File: config.mk
export PLATFORM = sky130hd
export DESIGN_NAME = huff_canon_top
export DESIGN_NICKNAME = d
export VERILOG_FILES = /design/src/rtl/huff_pkg.sv /design/src/rtl/huff_len_table.sv /design/src/rtl/huff_next_code.sv /design/src/rtl/huff_pack.sv /design/src/rtl/huff_canon_top.sv
export SDC_FILE = /design/constraint.sdc
export NUM_CORES = 2
export LEC_CHECK = 0
export ABC_AREA = 1
export BUFFER_PORTS_ARGS = -buffer_cell sky130_fd_sc_hd__clkbuf_2
export CAP_MARGIN = 20
export CORE_ASPECT_RATIO = 1.2
export CORE_MARGIN = 5
export CORE_UTILIZATION = 60
export DETAILED_ROUTE_END_ITERATION = 12
export PLACE_DENSITY_LB_ADDON = 0.08
export SLEW_MARGIN = 20
export SYNTH_ARGS = -nofsm -noshare
export SYNTH_HDL_FRONTEND = slang
export SYNTH_SLANG_ARGS = --single-unit
export TNS_END_PERCENT = 50
File: constraint.sdc
create_clock -name clk -period 12.4 [get_ports clk]
set_clock_uncertainty 0.1 [all_clocks]
set_input_delay 1.24 -clock clk [delete_from_list [all_inputs] [get_ports clk]]
set_output_delay 1.24 -clock clk [all_outputs]
set_load 0.01 [all_outputs]
File: src/rtl/huff_pkg.sv
package huff_pkg;

    typedef enum logic [1:0] {
        ST_IDLE = 2'd0,
        ST_INIT = 2'd1,
        ST_RUN  = 2'd2,
        ST_FIN  = 2'd3
    } huff_state_e;

    typedef enum logic {
        TGT_LEN  = 1'b0,
        TGT_HIST = 1'b1
    } cfg_tgt_e;

    function automatic int max2(input int a, input int b);
        return (a > b) ? a : b;
    endfunction

endpackage

File: src/rtl/huff_len_table.sv
module huff_len_table #(
    parameter int NUM_SYMS = 256,
    parameter int SYM_W    = 8,
    parameter int LEN_W    = 5
) (
    input  logic             clk,
    input  logic             rst,
    input  logic             we,
    input  logic [SYM_W-1:0] waddr,
    input  logic [LEN_W-1:0] wdata,
    input  logic [SYM_W-1:0] raddr,
    output logic [LEN_W-1:0] rdata
);

    logic [LEN_W-1:0] len_mem [NUM_SYMS];

    always_ff @(posedge clk) begin
        if (rst) begin
            for (int i = 0; i < NUM_SYMS; i++) len_mem[i] <= '0;
        end else if (we && int'(waddr) < NUM_SYMS) begin
            len_mem[waddr] <= wdata;
        end
    end

    always_comb begin
        rdata = '0;
        if (int'(raddr) < NUM_SYMS) rdata = len_mem[raddr];
    end

endmodule

File: src/rtl/huff_next_code.sv
module huff_next_code #(
    parameter int MAX_LEN = 16,
    parameter int LEN_W   = 5,
    parameter int CNT_W   = 9
) (
    input  logic               clk,
    input  logic               rst,
    input  logic               hist_we,
    input  logic [LEN_W-1:0]   hist_addr,
    input  logic [CNT_W-1:0]   hist_data,
    input  logic               init_en,
    input  logic [LEN_W-1:0]   init_idx,
    input  logic               use_en,
    input  logic [LEN_W-1:0]   use_len,
    output logic [MAX_LEN-1:0] use_code
);

    logic [CNT_W-1:0]   hist_q [MAX_LEN+1];
    logic [MAX_LEN-1:0] ctr_q  [MAX_LEN+1];

    logic [LEN_W-1:0]   prev_idx;
    logic [MAX_LEN-1:0] prev_sum;
    logic [MAX_LEN-1:0] seed_val;
    logic               use_ok;

    always_comb begin
        prev_idx = init_idx - LEN_W'(1);
        prev_sum = '0;
        if (int'(prev_idx) <= MAX_LEN)
            prev_sum = ctr_q[prev_idx] + MAX_LEN'(hist_q[prev_idx]);
        seed_val = (init_idx == LEN_W'(1)) ? '0 : {prev_sum[MAX_LEN-2:0], 1'b0};
        use_ok   = (use_len != '0) && (int'(use_len) <= MAX_LEN);
        use_code = use_ok ? ctr_q[use_len] : '0;
    end

    always_ff @(posedge clk) begin
        if (rst) begin
            for (int i = 0; i <= MAX_LEN; i++) begin
                hist_q[i] <= '0;
                ctr_q[i]  <= '0;
            end
        end else begin
            if (hist_we && int'(hist_addr) <= MAX_LEN)
                hist_q[hist_addr] <= hist_data;
            if (init_en && int'(init_idx) <= MAX_LEN)
                ctr_q[init_idx] <= seed_val;
            else if (use_en && use_ok)
                ctr_q[use_len] <= ctr_q[use_len] + MAX_LEN'(1);
        end
    end

    AST_INIT_ASCENDS: assert property (@(posedge clk) disable iff (rst)
        (init_en && init_idx != LEN_W'(1)) |-> ($past(init_en) && init_idx == $past(init_idx) + LEN_W'(1)));
    AST_NO_INIT_DURING_USE: assert property (@(posedge clk) disable iff (rst)
        !(init_en && use_en));

endmodule

File: src/rtl/huff_pack.sv
module huff_pack #(
    parameter int MAX_LEN = 16,
    parameter int LEN_W   = 5,
    localparam int WORD_W = MAX_LEN + LEN_W
) (
    input  logic [MAX_LEN-1:0] code,
    input  logic [LEN_W-1:0]   len,
    output logic [WORD_W-1:0]  word
);

    logic [MAX_LEN-1:0] mirrored;
    logic [MAX_LEN-1:0] aligned;

    generate
        for (genvar b = 0; b < MAX_LEN; b++) begin : g_mirror
            assign mirrored[b] = code[MAX_LEN-1-b];
        end
    endgenerate

    always_comb begin
        aligned = '0;
        word    = '0;
        if (len != '0 && int'(len) <= MAX_LEN) begin
            aligned = mirrored >> (MAX_LEN - int'(len));
            word    = {aligned, len};
        end
    end

endmodule

File: src/rtl/huff_canon_top.sv
module huff_canon_top
    import huff_pkg::*;
#(
    parameter int NUM_SYMS = 256,
    parameter int MAX_LEN  = 16,
    localparam int SYM_W   = $clog2(NUM_SYMS),
    localparam int LEN_W   = $clog2(MAX_LEN + 1),
    localparam int CNT_W   = $clog2(NUM_SYMS + 1),
    localparam int CFG_W   = (LEN_W > CNT_W) ? LEN_W : CNT_W,
    localparam int ADDR_W  = (SYM_W > LEN_W) ? SYM_W : LEN_W,
    localparam int WORD_W  = MAX_LEN + LEN_W
) (
    input  logic              clk,
    input  logic              rst,
    input  logic              cfg_we,
    input  logic              cfg_sel,
    input  logic [ADDR_W-1:0] cfg_addr,
    input  logic [CFG_W-1:0]  cfg_data,
    input  logic              start,
    output logic              busy,
    output logic              out_valid,
    output logic [SYM_W-1:0]  out_symbol,
    output logic [WORD_W-1:0] out_word,
    output logic              done
);

    huff_state_e        state_q;
    logic [LEN_W-1:0]   len_idx_q;
    logic [SYM_W-1:0]   sym_q;

    logic               cfg_ok;
    logic               len_we;
    logic               hist_we;
    logic [LEN_W-1:0]   sym_len;
    logic [MAX_LEN-1:0] sym_code;
    logic [WORD_W-1:0]  sym_word;

    assign busy    = (state_q != ST_IDLE);
    assign cfg_ok  = cfg_we && (state_q == ST_IDLE);
    assign len_we  = cfg_ok && (cfg_tgt_e'(cfg_sel) == TGT_LEN) && (int'(cfg_addr) < NUM_SYMS);
    assign hist_we = cfg_ok && (cfg_tgt_e'(cfg_sel) == TGT_HIST) && (int'(cfg_addr) <= MAX_LEN);

    huff_len_table #(.NUM_SYMS(NUM_SYMS), .SYM_W(SYM_W), .LEN_W(LEN_W)) len_tab_i (
        .clk   (clk),
        .rst   (rst),
        .we    (len_we),
        .waddr (cfg_addr[SYM_W-1:0]),
        .wdata (cfg_data[LEN_W-1:0]),
        .raddr (sym_q),
        .rdata (sym_len)
    );

    huff_next_code #(.MAX_LEN(MAX_LEN), .LEN_W(LEN_W), .CNT_W(CNT_W)) next_code_i (
        .clk       (clk),
        .rst       (rst),
        .hist_we   (hist_we),
        .hist_addr (cfg_addr[LEN_W-1:0]),
        .hist_data (cfg_data[CNT_W-1:0]),
        .init_en   (state_q == ST_INIT),
        .init_idx  (len_idx_q),
        .use_en    (state_q == ST_RUN),
        .use_len   (sym_len),
        .use_code  (sym_code)
    );

    huff_pack #(.MAX_LEN(MAX_LEN), .LEN_W(LEN_W)) pack_i (
        .code (sym_code),
        .len  (sym_len),
        .word (sym_word)
    );

    always_ff @(posedge clk) begin
        if (rst) begin
            state_q    <= ST_IDLE;
            len_idx_q  <= '0;
            sym_q      <= '0;
            out_valid  <= 1'b0;
            out_symbol <= '0;
            out_word   <= '0;
            done       <= 1'b0;
        end else begin
            out_valid <= 1'b0;
            done      <= 1'b0;
            case (state_q)
                ST_IDLE: begin
                    if (start) begin
                        state_q   <= ST_INIT;
                        len_idx_q <= LEN_W'(1);
                    end
                end
                ST_INIT: begin
                    if (len_idx_q == LEN_W'(MAX_LEN)) begin
                        state_q <= ST_RUN;
                        sym_q   <= '0;
                    end else begin
                        len_idx_q <= len_idx_q + LEN_W'(1);
                    end
                end
                ST_RUN: begin
                    out_valid  <= 1'b1;
                    out_symbol <= sym_q;
                    out_word   <= sym_word;
                    if (sym_q == SYM_W'(NUM_SYMS - 1)) state_q <= ST_FIN;
                    else                               sym_q   <= sym_q + SYM_W'(1);
                end
                default: begin
                    done    <= 1'b1;
                    state_q <= ST_IDLE;
                end
            endcase
        end
    end

    AST_DONE_AFTER_LAST: assert property (@(posedge clk) disable iff (rst)
        (out_valid && out_symbol == SYM_W'(NUM_SYMS - 1)) |=> done);
    AST_DONE_SINGLE: assert property (@(posedge clk) disable iff (rst)
        done |=> !done);
    AST_SYM_STEP: assert property (@(posedge clk) disable iff (rst)
        (out_valid && out_symbol != '0) |-> ($past(out_valid) && out_symbol == $past(out_symbol) + SYM_W'(1)));
    AST_ZERO_LEN_WORD: assert property (@(posedge clk) disable iff (rst)
        (out_valid && out_word[LEN_W-1:0] == '0) |-> (out_word == '0));
    AST_IDLE_QUIET: assert property (@(posedge clk) disable iff (rst)
        !busy |=> !out_valid);

endmodule

==> impl_results.md <==
- Largest net degree at the start of global routing: 235
- Critical Path Sink Type: flop
- Slew @ Worst Pin: 1.22 ns
- Largest stage delay, worst path: 0.85 ns
- Post-layout min period: 9.07 ns
- Placed insts: 12453
- Root Buffer: clkbuf_16
- Final instance area: 110000 sq um
- P per Cell Area: 213 nW/um^2
- Final Non-Filler Cells: 12826
- Yosys reg bits: 2134
- Max-slew violations: 0
- DR vias: 80360
- Fin util: 65.2%
- Post-cts hold buffer count: 0
- Post-synth top area cell: edfxtp_1
- Cell Area, Synth: 101000 sq um
- Maxcap violations: 0
- Setup bufs post-CTS: 0
- Initial DRC count: 10116
- Setup crit start kind: flop
- RSZ-0062 raised after global routing: no
- Status: finished clean
- R2R depth: 27
- WP data required: 12.70 ns
- CTS tree: built
- DP Wirelength: 182000 um
- Min-Delay Path Class: reg -> reg
- Post-synth EDFFs: 2080
- Vias in the first global route: 77273
- Critical path's slowest cell: dfxtp_4
- CTS buffer count: 206
- Cell variety after synth: 60
- Reg clk slew, reported paths: 0.06 ns
- CP dominant cell by count: nand3_1
- RePlAce Congestion: 0.957
- Initial Util: 60.2%
- Gr ovfl total: 0
- Number of routed nets with antenna violations: 0
- CP bufs+invs: 6
- Drt pass-1 iters: 9
- Die width: 385 um
- Routed len/inst: 23.9 um
- Yosys top cell area share: 61.7%
- Die area: 177000 sq um
- Core area: 168000 sq um
- Worst R2R Setup Slack: 3.33 ns
- Max_slew headroom: 17.8%
- GRT Total Usage: 34.1%
- Cells after synthesis: 10521
- Initial antenna violation count: 7
- Via-to-Cell Ratio: 6.27
- First-pass GRT wire length: 461000 um
- Worst-Skew Late Latency: 0.86 ns
- Synth warnings: 0
- Cell leakage power: 0.0419 uW
- Sink Count: 2134
- Hold_sp: out_word[11]
- Layout area overhead: 8.25%
- Setup violators final: 0
- # port buffers: 53
- Chip Height: 460 um
- Peak Freq: 0.110 GHz
- Share of cells above drive strength 1: 5.83%
- VDD IR max: 0.000219 V
- Bufs on Longest Clock Path: 3
- Worst Hold Path EP: out_word[11]
- DRC: 0
- Crit path kind: reg -> reg
- Hold path cells: 2
- Post-synth top flop: edfxtp_1
- Critical path's top delay family: simple AND/OR/NAND/NOR gates
- Row Count: 165
- Seq/Total Area, Yosys: 62.8%
- Setup TNS: 0 ns
- Syn avg cell area: 9.62 sq um
- Ports: 54
- FF-to-FF End: next_code_i.ctr_q[11][12]
- Final net count: 10449
- Synth area leaders: edfxtp_1 (62%), nor2_1 (8.5%), nand2_1 (8.0%)
- Fill count: 13632
- Endpoints failing hold: 0
- Final worst-path cycle share: 73.1%
- Crit-path max FO: 234
- H-tree depth: 4
- Fraction of registers with async set/reset: 0%
- Placed cell area: 103000 sq um
- WL final: 307000 um
- Post-CTS Resized: 0
- Worst endpoint data arrival time: 9.37 ns
[final cells by class]
type	instances	area (sq um)	share of cell area, %
Antenna cell	6	15.0	0.0137
Clock buffer	254	5490	5.01
Clock inverter	113	1190	1.08
Inverter	151	672	0.613
Multi-Input combinational cell	7729	34400	31.4
Sequential cell	2134	63600	58.0
Tap cell	2254	2820	2.57
Timing Repair Buffer	185	1410	1.28
[state kept, by name, indices dropped and copies added (netlist names), named ones only]
| name | cells |
|---|---|
| next_code_i.ctr_q | 512 |
| sym_q | 8 |
| out_valid | 1 |
| done | 1 |
| out_word | 21 |
| state_q | 2 |
| len_idx_q | 5 |
| next_code_i.hist_q | 288 |
| len_tab_i.len_mem | 1280 |
| out_symbol | 8 |
[stage by stage]
stage	hold slack (ns)	total power (uW)	worst slack, ns
after CTS	0.358	23100	3.56
after global placement	0.338	16800	3.82
after floorplan	0.357	14300	3.43
after detailed placement	0.346	16900	3.61
after global routing	0.368	24200	2.87
final	0.360	23300	3.33
[worst max-delay path by stage]
stage	from	endpoint	slack (ns)	cells past startpoint
6_report	flop	next_code_i.ctr_q[11][12]	3.33	27
5_1_grt	flop	next_code_i.ctr_q[11][8]	2.87	26
4_1_cts	flop	next_code_i.ctr_q[11][8]	3.56	27
3_5_place_dp	flop	next_code_i.ctr_q[11][9]	3.61	27
3_3_place_gp	flop	next_code_i.ctr_q[8][12]	3.82	27
2_1_floorplan	len_idx_q[0]	next_code_i.ctr_q[17][15]	3.43	41
[layer usage]
metal	part of all wire, %	vias up	GRT usage (%)
met5	0.013	-	0
met4	6.4	6	19.8
met3	9.8	961	5.97
met2	48	4741	56.1
met1	36	38628	42.8
li1	-	36024	-
[layout by cell type (no fill, tap or decap), types with 10 or more instances in the layout]
cell type  Yosys  layout
buf_12         0      12
o211ai_1      35      35
xor2_1        13      12
a22oi_1       41      41
nand3_1     1414    1414
o221ai_1      37      37
nand4_1       10      10
nor2_2        16      26
o22ai_1      228     228
buf_4        107     120
conb_1         1     327
o21ai_1       92      92
clkinv_2       0      34
nor2b_1       17      17
clkbuf_2       0      53
a31oi_1       13      13
clkbuf_1     428      39
nor3_1        30      13
o311ai_0      19      16
ha_1          19      18
clkinv_1      12      53
nor2_1      2304    2293
a221oi_1      54      54
clkbuf_16      0     212
nor3_2         1      18
inv_2         22      19
nand2_2       21      23
o21ai_0      528     528
inv_1        116     107
dfxtp_1       54      48
nand2_1     2145    2141
edfxtp_1    2080    2080
o31ai_1       11      11
a21oi_1      284     284
bufinv_16      0      24
[cell usage after synthesis (9+ instances only)]
| master | number |
|---|---|
| nand2_1 | 2145 |
| clkinv_1 | 12 |
| o21ai_0 | 528 |
| o22ai_1 | 228 |
| nor3_1 | 30 |
| dfxtp_1 | 54 |
| a21oi_1 | 284 |
| o221ai_1 | 37 |
| inv_1 | 116 |
| edfxtp_1 | 2080 |
| nor2b_1 | 17 |
| o211ai_1 | 35 |
| a31oi_1 | 13 |
| o21ai_1 | 92 |
| a22oi_1 | 41 |
| o31ai_1 | 11 |
| nor2_1 | 2304 |
| nand3_1 | 1414 |
| a221oi_1 | 54 |
| inv_2 | 22 |
| a32o_1 | 9 |
| buf_4 | 107 |
| a21oi_2 | 9 |
| clkbuf_1 | 428 |
| buf_1 | 67 |
| xor2_1 | 13 |
| buf_2 | 183 |
| nand2_2 | 21 |
| nor2_2 | 16 |
| ha_1 | 19 |
| nand4_1 | 10 |
| buf_6 | 47 |
| o311ai_0 | 19 |
[power breakdown]
group / internal, uW / switching, uW
clock network: 3620 / 2700
registers: 8780 / 314
logic: 2030 / 5900
total: 14400 / 8920
[worst min-delay path: stages (launching register included)]
cell and delay [ns]:
dfxtp_1 0.31, nand2_1 0.06, nand2_1 0.05
[logic make-up (layout without fill, tap and decap cells)]
group / count (synthesis) / after routing / share of synthesized area [%]
AO/OA/AOI/OAI: 1380 / 1380 / 7.90
XOR/XNOR: 17 / 17 / 0.147
adder cells (fa/ha/maj): 20 / 20 / 0.255
buffers and inverters: 984 / 703 / 4.64
flip-flops: 2134 / 2134 / 62.8
other: 1 / 333 / 0.00371
AND/OR/NAND/NOR: 5985 / 5985 / 24.3
(Power assumes the default switching activity.)
